### src/rtl/tdm_slot_pkg.sv
// Shared definitions for the time-slot reservation table.
// Assumes: one request per cycle on the configuration port.
package tdm_slot_pkg;
    typedef enum logic {
        OP_RESERVE = 1'b0,
        OP_RELEASE = 1'b1
    } cfg_op_e;
endpackage

### src/rtl/tdm_slot_counter.sv
// Free-running slot pointer. It steps once per cycle and wraps at NUM_SLOTS-1.
// It also gives the index the same data occupies on the next hop.
// Assumes: every port of the chip is reset together, which keeps the pointers in lock-step.
module tdm_slot_counter #(
    parameter int NUM_SLOTS = 10,
    parameter int SLOT_W    = $clog2(NUM_SLOTS)
) (
    input  logic              clk,
    input  logic              rst_n,
    output logic [SLOT_W-1:0] cur_slot,
    output logic [SLOT_W-1:0] nxt_slot
);
    localparam logic [SLOT_W-1:0] LAST = SLOT_W'(NUM_SLOTS - 1);

    logic [SLOT_W-1:0] ptr_q;

    // Advance the pointer, wrapping after the last slot.
    always_ff @(posedge clk) begin
        if (!rst_n)             ptr_q <= '0;
        else if (ptr_q == LAST) ptr_q <= '0;
        else                    ptr_q <= ptr_q + 1'b1;
    end

    // Next-hop index, modulo table size.
    always_comb begin
        nxt_slot = (ptr_q == LAST) ? '0 : ptr_q + 1'b1;
    end

    assign cur_slot = ptr_q;

    AST_PTR_WRAP: assert property (@(posedge clk) disable iff (!rst_n)
        (ptr_q == LAST) |=> (ptr_q == '0));
    AST_PTR_STEP: assert property (@(posedge clk) disable iff (!rst_n)
        (ptr_q != LAST) |=> (ptr_q == $past(ptr_q) + 1'b1));
    AST_PTR_RANGE: assert property (@(posedge clk) disable iff (!rst_n)
        (ptr_q <= LAST));
endmodule

### src/rtl/tdm_slot_store.sv
// Slot ownership store. It holds a used bit and an owner identifier per slot.
// It checks each reserve for conflict, applies reserve or release,
// reports a refused reserve one cycle later, and keeps the next-hop mask of
// the last accepted reserve. A read port gives the owner of one slot.
// Assumes: the request inputs are stable around the clock edge.
module tdm_slot_store
    import tdm_slot_pkg::*;
#(
    parameter int NUM_SLOTS = 10,
    parameter int VC_W      = 3,
    parameter int SLOT_W    = $clog2(NUM_SLOTS)
) (
    input  logic                 clk,
    input  logic                 rst_n,
    input  logic                 req_valid,
    input  cfg_op_e              req_op,
    input  logic [VC_W-1:0]      req_vc,
    input  logic [NUM_SLOTS-1:0] req_mask,
    input  logic [SLOT_W-1:0]    rd_slot,
    output logic                 rd_used,
    output logic [VC_W-1:0]      rd_vc,
    output logic [NUM_SLOTS-1:0] used_vec,
    output logic                 err_pulse,
    output logic [NUM_SLOTS-1:0] hop_q
);
    logic [VC_W-1:0]           own_q [NUM_SLOTS];
    logic [NUM_SLOTS-1:0]      used_q;
    logic [NUM_SLOTS-1:0]      clash;
    logic [NUM_SLOTS*VC_W-1:0] own_flat;
    logic                      do_res;
    logic                      do_rel;
    logic                      any_clash;
    logic                      accept;
    logic                      err_q;

    assign do_res    = req_valid && (req_op == OP_RESERVE);
    assign do_rel    = req_valid && (req_op == OP_RELEASE);
    assign any_clash = |clash;
    assign accept    = do_res && !any_clash;

    for (genvar i = 0; i < NUM_SLOTS; i++) begin : g_slot
        // Flag a slot that the request names but another channel holds.
        assign clash[i] = req_mask[i] && used_q[i] && (own_q[i] != req_vc);

        // Update one slot on an accepted reserve or a matching release.
        always_ff @(posedge clk) begin
            if (!rst_n) begin
                used_q[i] <= 1'b0;
                own_q[i]  <= '0;
            end else if (accept && req_mask[i]) begin
                used_q[i] <= 1'b1;
                own_q[i]  <= req_vc;
            end else if (do_rel && req_mask[i] && used_q[i] && (own_q[i] == req_vc)) begin
                used_q[i] <= 1'b0;
            end
        end

        assign own_flat[i*VC_W +: VC_W] = own_q[i];
    end

    // Register the refusal flag for one cycle.
    always_ff @(posedge clk) begin
        if (!rst_n) err_q <= 1'b0;
        else        err_q <= do_res && any_clash;
    end

    // Keep the mask to reserve on the next link, rotated up by one slot.
    always_ff @(posedge clk) begin
        if (!rst_n)      hop_q <= '0;
        else if (accept) hop_q <= {req_mask[NUM_SLOTS-2:0], req_mask[NUM_SLOTS-1]};
    end

    // Read the owner of the addressed slot.
    always_comb begin
        rd_used = 1'b0;
        rd_vc   = '0;
        for (int k = 0; k < NUM_SLOTS; k++) begin
            if (rd_slot == SLOT_W'(k)) begin
                rd_used = used_q[k];
                rd_vc   = own_q[k];
            end
        end
    end

    assign used_vec  = used_q;
    assign err_pulse = err_q;

    AST_REFUSE_KEEPS_TABLE: assert property (@(posedge clk) disable iff (!rst_n)
        err_q |-> ($stable(used_q) && $stable(own_flat)));
    AST_ERR_FROM_RESERVE: assert property (@(posedge clk) disable iff (!rst_n)
        err_q |-> $past(req_valid && req_op == OP_RESERVE));
    AST_IDLE_NO_CHANGE: assert property (@(posedge clk) disable iff (!rst_n)
        !req_valid |=> ($stable(used_q) && $stable(own_flat)));
    AST_HOP_HOLD: assert property (@(posedge clk) disable iff (!rst_n)
        !(req_valid && req_op == OP_RESERVE) |=> $stable(hop_q));
    AST_RELEASE_NO_GROW: assert property (@(posedge clk) disable iff (!rst_n)
        (req_valid && req_op == OP_RELEASE) |=> ((used_q & ~$past(used_q)) == '0));
endmodule

### src/rtl/tdm_free_count.sv
// Counts the free slots in the used vector. Purely combinational, so the
// count changes in the same cycle as the table.
// Assumes: CNT_W can hold NUM_SLOTS.
module tdm_free_count #(
    parameter int NUM_SLOTS = 10,
    parameter int CNT_W     = $clog2(NUM_SLOTS + 1)
) (
    input  logic [NUM_SLOTS-1:0] used_vec,
    output logic [CNT_W-1:0]     free_cnt
);
    // Add up the clear bits.
    always_comb begin
        free_cnt = '0;
        for (int i = 0; i < NUM_SLOTS; i++) begin
            free_cnt = free_cnt + CNT_W'(!used_vec[i]);
        end
    end
endmodule

### src/rtl/tdm_slot_table.sv
// Top of the time-slot reservation table for one router output port.
// It ties the slot pointer, the ownership store and the free counter together
// and drives the per-cycle grant of the link.
// Assumes: one configuration request per cycle; all ports share clk and rst_n.
module tdm_slot_table
    import tdm_slot_pkg::*;
#(
    parameter int NUM_SLOTS = 10,
    parameter int VC_W      = 3,
    parameter int SLOT_W    = $clog2(NUM_SLOTS),
    parameter int CNT_W     = $clog2(NUM_SLOTS + 1)
) (
    input  logic                 clk,
    input  logic                 rst_n,
    input  logic                 cfg_valid,
    input  logic                 cfg_op,
    input  logic [VC_W-1:0]      cfg_vc,
    input  logic [NUM_SLOTS-1:0] cfg_mask,
    output logic                 cfg_err,
    output logic [NUM_SLOTS-1:0] hop_mask,
    output logic                 grant_valid,
    output logic [VC_W-1:0]      grant_vc,
    output logic [SLOT_W-1:0]    grant_slot,
    output logic [SLOT_W-1:0]    next_hop_slot,
    output logic [CNT_W-1:0]     free_count
);
    localparam logic [SLOT_W-1:0] LAST = SLOT_W'(NUM_SLOTS - 1);

    logic [SLOT_W-1:0]    cur_slot;
    logic [SLOT_W-1:0]    nxt_slot;
    logic                 rd_used;
    logic [VC_W-1:0]      rd_vc;
    logic [NUM_SLOTS-1:0] used_vec;
    cfg_op_e              op_e;

    assign op_e = cfg_op_e'(cfg_op);

    tdm_slot_counter #(.NUM_SLOTS(NUM_SLOTS), .SLOT_W(SLOT_W)) u_ptr (
        .clk      (clk),
        .rst_n    (rst_n),
        .cur_slot (cur_slot),
        .nxt_slot (nxt_slot)
    );

    tdm_slot_store #(.NUM_SLOTS(NUM_SLOTS), .VC_W(VC_W), .SLOT_W(SLOT_W)) u_store (
        .clk       (clk),
        .rst_n     (rst_n),
        .req_valid (cfg_valid),
        .req_op    (op_e),
        .req_vc    (cfg_vc),
        .req_mask  (cfg_mask),
        .rd_slot   (cur_slot),
        .rd_used   (rd_used),
        .rd_vc     (rd_vc),
        .used_vec  (used_vec),
        .err_pulse (cfg_err),
        .hop_q     (hop_mask)
    );

    tdm_free_count #(.NUM_SLOTS(NUM_SLOTS), .CNT_W(CNT_W)) u_free (
        .used_vec (used_vec),
        .free_cnt (free_count)
    );

    // Grant the current slot to its owner, or mark it idle.
    always_comb begin
        grant_valid = rd_used;
        grant_vc    = rd_used ? rd_vc : '0;
    end

    assign grant_slot    = cur_slot;
    assign next_hop_slot = nxt_slot;

    AST_IDLE_VC_ZERO: assert property (@(posedge clk) disable iff (!rst_n)
        !grant_valid |-> (grant_vc == '0));
    AST_GRANT_IMPLIES_USED: assert property (@(posedge clk) disable iff (!rst_n)
        grant_valid |-> (free_count < CNT_W'(NUM_SLOTS)));
    AST_IDLE_IMPLIES_FREE: assert property (@(posedge clk) disable iff (!rst_n)
        !grant_valid |-> (free_count != '0));
    AST_NEXT_HOP: assert property (@(posedge clk) disable iff (!rst_n)
        (grant_slot == LAST) ? (next_hop_slot == '0)
                             : (next_hop_slot == grant_slot + 1'b1));
endmodule

### config.mk
export PLATFORM = sky130hd
export DESIGN_NAME = tdm_slot_table
export DESIGN_NICKNAME = d
export VERILOG_FILES = /design/src/rtl/tdm_slot_pkg.sv /design/src/rtl/tdm_slot_counter.sv /design/src/rtl/tdm_slot_store.sv /design/src/rtl/tdm_free_count.sv /design/src/rtl/tdm_slot_table.sv
export SDC_FILE = /design/constraint.sdc
export NUM_CORES = 1
export LEC_CHECK = 0
export BUFFER_PORTS_ARGS = -buffer_cell sky130_fd_sc_hd__buf_2
export CAP_MARGIN = 20
export CORE_ASPECT_RATIO = 0.9
export CORE_MARGIN = 5
export CORE_UTILIZATION = 58
export DETAILED_ROUTE_END_ITERATION = 6
export GPL_TIMING_DRIVEN = 0
export PLACE_DENSITY = 0.81
export SLEW_MARGIN = 25
export SYNTH_ARGS = -nofsm -noshare
export SYNTH_HDL_FRONTEND = slang
export SYNTH_SLANG_ARGS = --single-unit
### constraint.sdc
create_clock -name clk -period 5.66 [get_ports clk]
set_input_delay 1.132 -clock clk [delete_from_list [all_inputs] [get_ports clk]]
set_output_delay 1.132 -clock clk [all_outputs]
set_load 0.02 [all_outputs]
Word-level counts from Yosys, hierarchy flattened:

Memory sizes are Yosys's and may differ from the RTL's.
Index checks and enable logic that the tools add are counted.

* flip-flop bits (word level): 25
* latch bits: 0
* memory bits (writable): 30
* bits in read-only memories: 0
* output and inout bits: 27
* memories: 1

Memory list
* u_store.own_q: words 10, bits a word 3, rd ports 10, clocked after memory_dff 0, write ports 10, line tdm_slot_store.sv:26 `logic [VC_W-1:0] own_q [NUM_SLOTS];`

* add/sub/neg operators: 10
* multiply operators: 0
* div/mod/pow operators: 0
* order comparisons: 0
* eq/ne operators: 29
* shift-type cells: 0
* multiplexer cells: 83
* bitwise logic cells: 11
* reduce and logical (&&, ||, !) cells: 87

Operators with widths (count)
* 1-bit logical AND: 64
* 3-bit 2-to-1 mux: 21
* 1-bit 2-to-1 mux: 61
* 4-bit by 1-bit adder with 4-bit output: 8
* 3-bit == test: 10
* 3-bit inequality test: 10
* 2-bit nonzero test: 10
* 4-bit by 3-bit == test with 1-bit output (second input constant): 4
* 1-bit logical NOT: 11
* 1-bit OR: 10
* 10-bit OR reduction: 1
* 4-bit by 2-bit == test with 1-bit output (second input constant): 2
* 4-bit == test (second input constant): 2
* 4-bit by 1-bit adder with 4-bit output (second input constant): 1
* 4-bit by 1-bit == test with 1-bit output (second input constant): 1
* 4-bit logical NOT: 1
* 4-bit 2-to-1 mux: 1
* 1-bit by 1-bit adder with 2-bit output: 1
* 1-bit inverter: 1

Depth between registers and ports, before layout:

* depth after elaboration: 12
* depth in mapped cells: 10
* mapped depth without buffers: 10

By module:

Synthesis repeated with hierarchy kept, for this count alone.

* cells, all modules: 320
* area, all modules: 3400.8 sq um

Modules (own cells, without submodules)
* tdm_slot_store: times used 1, cells each 266, area each 2924.1 sq um, seq. area each 1321.3 sq um
* tdm_free_count: times used 1, cells each 31, area each 267.8 sq um, seq. area each 0.0 sq um
* tdm_slot_counter: times used 1, cells each 20, area each 190.2 sq um, seq. area each 80.1 sq um
* tdm_slot_table: times used 1, cells each 3, area each 18.8 sq um, seq. area each 0.0 sq um

Worst setup path before layout:

No wires, ideal clock.

* kind: register to output
* start point: reg u_store.used_q[0], in the netlist u_store.used_vec[0]
* end point: out free_count[1]
* arrival: 3259 ps
* setup slack: 1269 ps
* stages on the path, launching flop included: 10
* buffers on the path: 0
* cells stage by stage: dfxtp_1 -> inv_1 -> ha_1 -> fa_1 -> fa_1 -> fa_1 -> fa_1 -> inv_1 -> fa_1 -> inv_1

* longest elaborated chain between the ends: 10

RTL lines
* start: declaration: line tdm_slot_store.sv:27 `logic [NUM_SLOTS-1:0] used_q;`
* start signal: indexed assignment: line tdm_slot_store.sv:48 `used_q[i] <= 1'b0;`
* start signal: indexed assignment: line tdm_slot_store.sv:51 `used_q[i] <= 1'b1;`
* start signal: indexed assignment: line tdm_slot_store.sv:54 `used_q[i] <= 1'b0;`
* 1-bit logical NOT: line tdm_free_count.sv:15 `free_cnt = free_cnt + CNT_W'(!used_vec[i]);`
* 1-bit by 1-bit adder with 2-bit output: line tdm_free_count.sv:15
* 4-bit by 1-bit adder with 4-bit output (8 in a row): line tdm_free_count.sv:15
* end: declaration: line tdm_slot_table.sv:25 `output logic [CNT_W-1:0] free_count`

Every way passes these cells.

Worst setup path in the final report:

Same ends and word-level chain as after synthesis.

==> results.cfg <==
[outcome]
status = finished, final reports clean

[cells_and_area]
stdcell_count = 470
seq_area_mm2 = 0.001401
final_nets = 427
diodes = 0
fillers = 472
synthToLayoutAreaGrowth_pct = 12.53
postLayoutCellArea_mm2 = 0.003686
final_util = 0.6588
multi_input_area_mm2 = 0.001643
drive_above_1_share = 0.1575

[timing]
rsz0062_at_grt = no
tightestPinTransition_ns = 0.6547
whs_ns = 0.4648
finalSetupTns_ns = 0
fin_crit_ns = 4.957
fin_skew_ns = 0.01258
maxSlewHeadroom = 0.5595
timing.final.crit_share = 0.8759
fin_ws_ns = 0.7027
clock.fmax_mhz = 201.7
hold_viol_final = 0
slew_viol_final = 0
setup_viol = 0

[worst_setup_path]
regToRegStartpoint = u_store.own_q[3][1]$_SDFFCE_PN0P_
path_class = flip-flop to output port
crit_slowest_cell = fa_1
critPathLaunchType = flip-flop
slowest_delay_ns = 0.53
cp.required_ns = 4.53
crit_arrival_ns = 3.83
crit_path_end_kind = output port
cpMostUsedCell = fa_1
crit_chain = inv_1 -> ha_1 -> fa_1 -> fa_1 -> fa_1 -> fa_1 -> inv_1 -> fa_1 -> inv_1 -> buf_2
crit_start = u_store.used_vec[0]$_SDFFE_PN0P_
cp_max_fo = 3

[worst_hold_path]
hold_path.class = flip-flop to flip-flop
min-delay-start = u_store.hop_q[2]$_SDFFE_PN0P_

[clock_tree]
cts_num_sinks = 55
postCtsHoldBufs = 0
htree_num_levels = 2
cts_buffer_depth = 2
clk_latency_ns = 0.32
cts_tree = yes
cts_root_buffer = clkbuf_8
path_clk_slew_ns = 0.10
cts_setup_buffers = 0
numCtsBuffers = 5
cts_resized = 0

[power]
p_leak_nw = 1.454
p_per_area_mw_per_mm2 = 275.4
peakVddDrop_v = 0.0001775
totalPowerFinal_mw = 1.015

[route]
drc = 0
ant_nets = 0
drt_pass1_iterations = 5
vias = 2893
wirelength_mm = 8.851
avgRoutedWirePerCell_um = 18.83
drt_iter0_markers = 352
viasPerCell = 6.155

[job]
max-cap-violations = 0

[global_routing]
grt_max_degree = 18
gr-usage-all-layers = 0.2585
grt_antenna_before_repair = 0
grt_pass1_wl_mm = 13.85
grt_pass1_vias = 2769
grt_remaining_overflow = 0

[logic_synthesis]
synthesis.area_mm2 = 0.003276
synth_nets = 378
synth_top_area_frac = 0.2750
syn_area_per_cell_um2 = 9.359
netlist_instances = 350
ys_top_cells_by_area = edfxtp_1 (28%), dfxtp_1 (15%), xnor2_1 (8.3%), nand2_1 (4.9%), nor3_1 (4.7%)
synth-seq-area-share = 0.4278
ys_ff_latch = 55
synth_top_cell_by_area = edfxtp_1
yosysUniqueCellTypes = 42
yosysWarnings = 0

[placed_design]
placed_area_mm2 = 0.003573
portBuffers = 42
dp_cells = 462
dpl.hpwl_mm = 6.697
gp_congestion = 0.9404
pre_cts_slack_ns = 1.041

[floorplan]
fp.coreArea_mm2 = 0.005595
die_area_mm2 = 0.007253
io_pins = 44
die_h_um = 81.30
start_util = 0.5854
fp.dieW_um = 89.22
rows = 26
[routing by layer]
metal  vias to the layer above  track usage  wire, um
li1                       1344            -         -
met1                      1371       0.3419      3583
met2                       159       0.4094      4150
met3                        19      0.06795       898
met4                         0      0.09077       218
met5                         -            0         0
[flip-flops by register name, summed over array words and instances, names as in the netlist]
name and count:
u_store.hop_q 10, u_store.err_pulse 1, u_store.own_q 30, u_store.used_vec 10, u_ptr.cur_slot 4
[cells in the final DEF (no fill, tap or decap), drive strengths merged, types with 11 or more instances in the layout]
master  synthesis  final
buf            10     52
clkbuf         11     17
dfxtp          25     25
edfxtp         30     30
inv            31     32
mux2i          15     15
nand2          43     43
nand3          12     12
nor3           31     31
o211ai         11     11
o21ai          27     27
xnor2          31     31
[synthesized netlist by cell type]
cell type and instances:
inv_1 31, edfxtp_1 30, xnor2_1 31, buf_4 3
nor3b_1 1, clkinv_1 3, clkbuf_1 11, a21oi_1 7
buf_2 5, ha_1 5, nand2b_1 1, buf_6 1
o22ai_1 3, nor2b_1 3, nand4_1 1, nand3_1 12
o21ai_0 27, and2_1 5, buf_1 1, a311oi_1 8
and3_1 1, nor2_1 5, o21bai_1 1, or3_1 2
mux2_2 1, o211ai_1 11, nor4_1 3, nor3_1 31
fa_1 6, xor2_1 1, o221ai_1 2, dfxtp_1 25
a2bb2oi_1 1, mux4_2 3, nand2_1 43, a31oi_1 4
a221oi_1 1, o21a_1 1, a22oi_1 2, nand3b_1 1
a22o_1 1, mux2i_1 15
[area by class of cell]
class / count / share of cell area
Buffer: 21 / 0.02817
Clock buffer: 6 / 0.02003
Clock inverter: 2 / 0.01052
Inverter: 34 / 0.03462
Multi-Input combinational cell: 240 / 0.4457
Sequential cell: 55 / 0.3802
Tap cell: 70 / 0.02376
Timing Repair Buffer: 42 / 0.05703
[worst max-delay path: cells and delay by family, from the launching register on]
family | cells | cell delay [ns]
adder cells (fa/ha/maj) | 6 | 2.78
flip-flops | 1 | 0.37
buffers and inverters | 4 | 0.36
[where the power goes]
part / switching, mW / internal (mW)
clock network: 0.139 / 0.136
registers: 0.0192 / 0.448
logic: 0.172 / 0.100
total: 0.331 / 0.684
[worst paths after layout]
kind                                       endpoint  slack [ns]  cells past startpoint
setup reg to reg  u_store.own_q[0][1]$_SDFFCE_PN0P_        2.83                      6
setup / recovery                      free_count[1]        0.70                     10
hold / removal        u_store.hop_q[2]$_SDFFE_PN0P_        0.46                      2
hold reg to reg       u_store.hop_q[2]$_SDFFE_PN0P_        0.46                      2
[kinds of logic (layout without fill, tap and decap cells)]
kind of cell / count (synthesis) / count (layout) / synth area share
multiplexers: 19 / 19 / 0.06990
AND/OR/NAND/NOR: 109 / 109 / 0.1559
XOR/XNOR: 32 / 32 / 0.08556
flip-flops: 55 / 55 / 0.4278
AO/OA/AOI/OAI: 69 / 69 / 0.1345
buffers and inverters: 55 / 105 / 0.07066
adder cells (fa/ha/maj): 11 / 11 / 0.05577
Note: power is estimated with default switching activity, not from simulation.
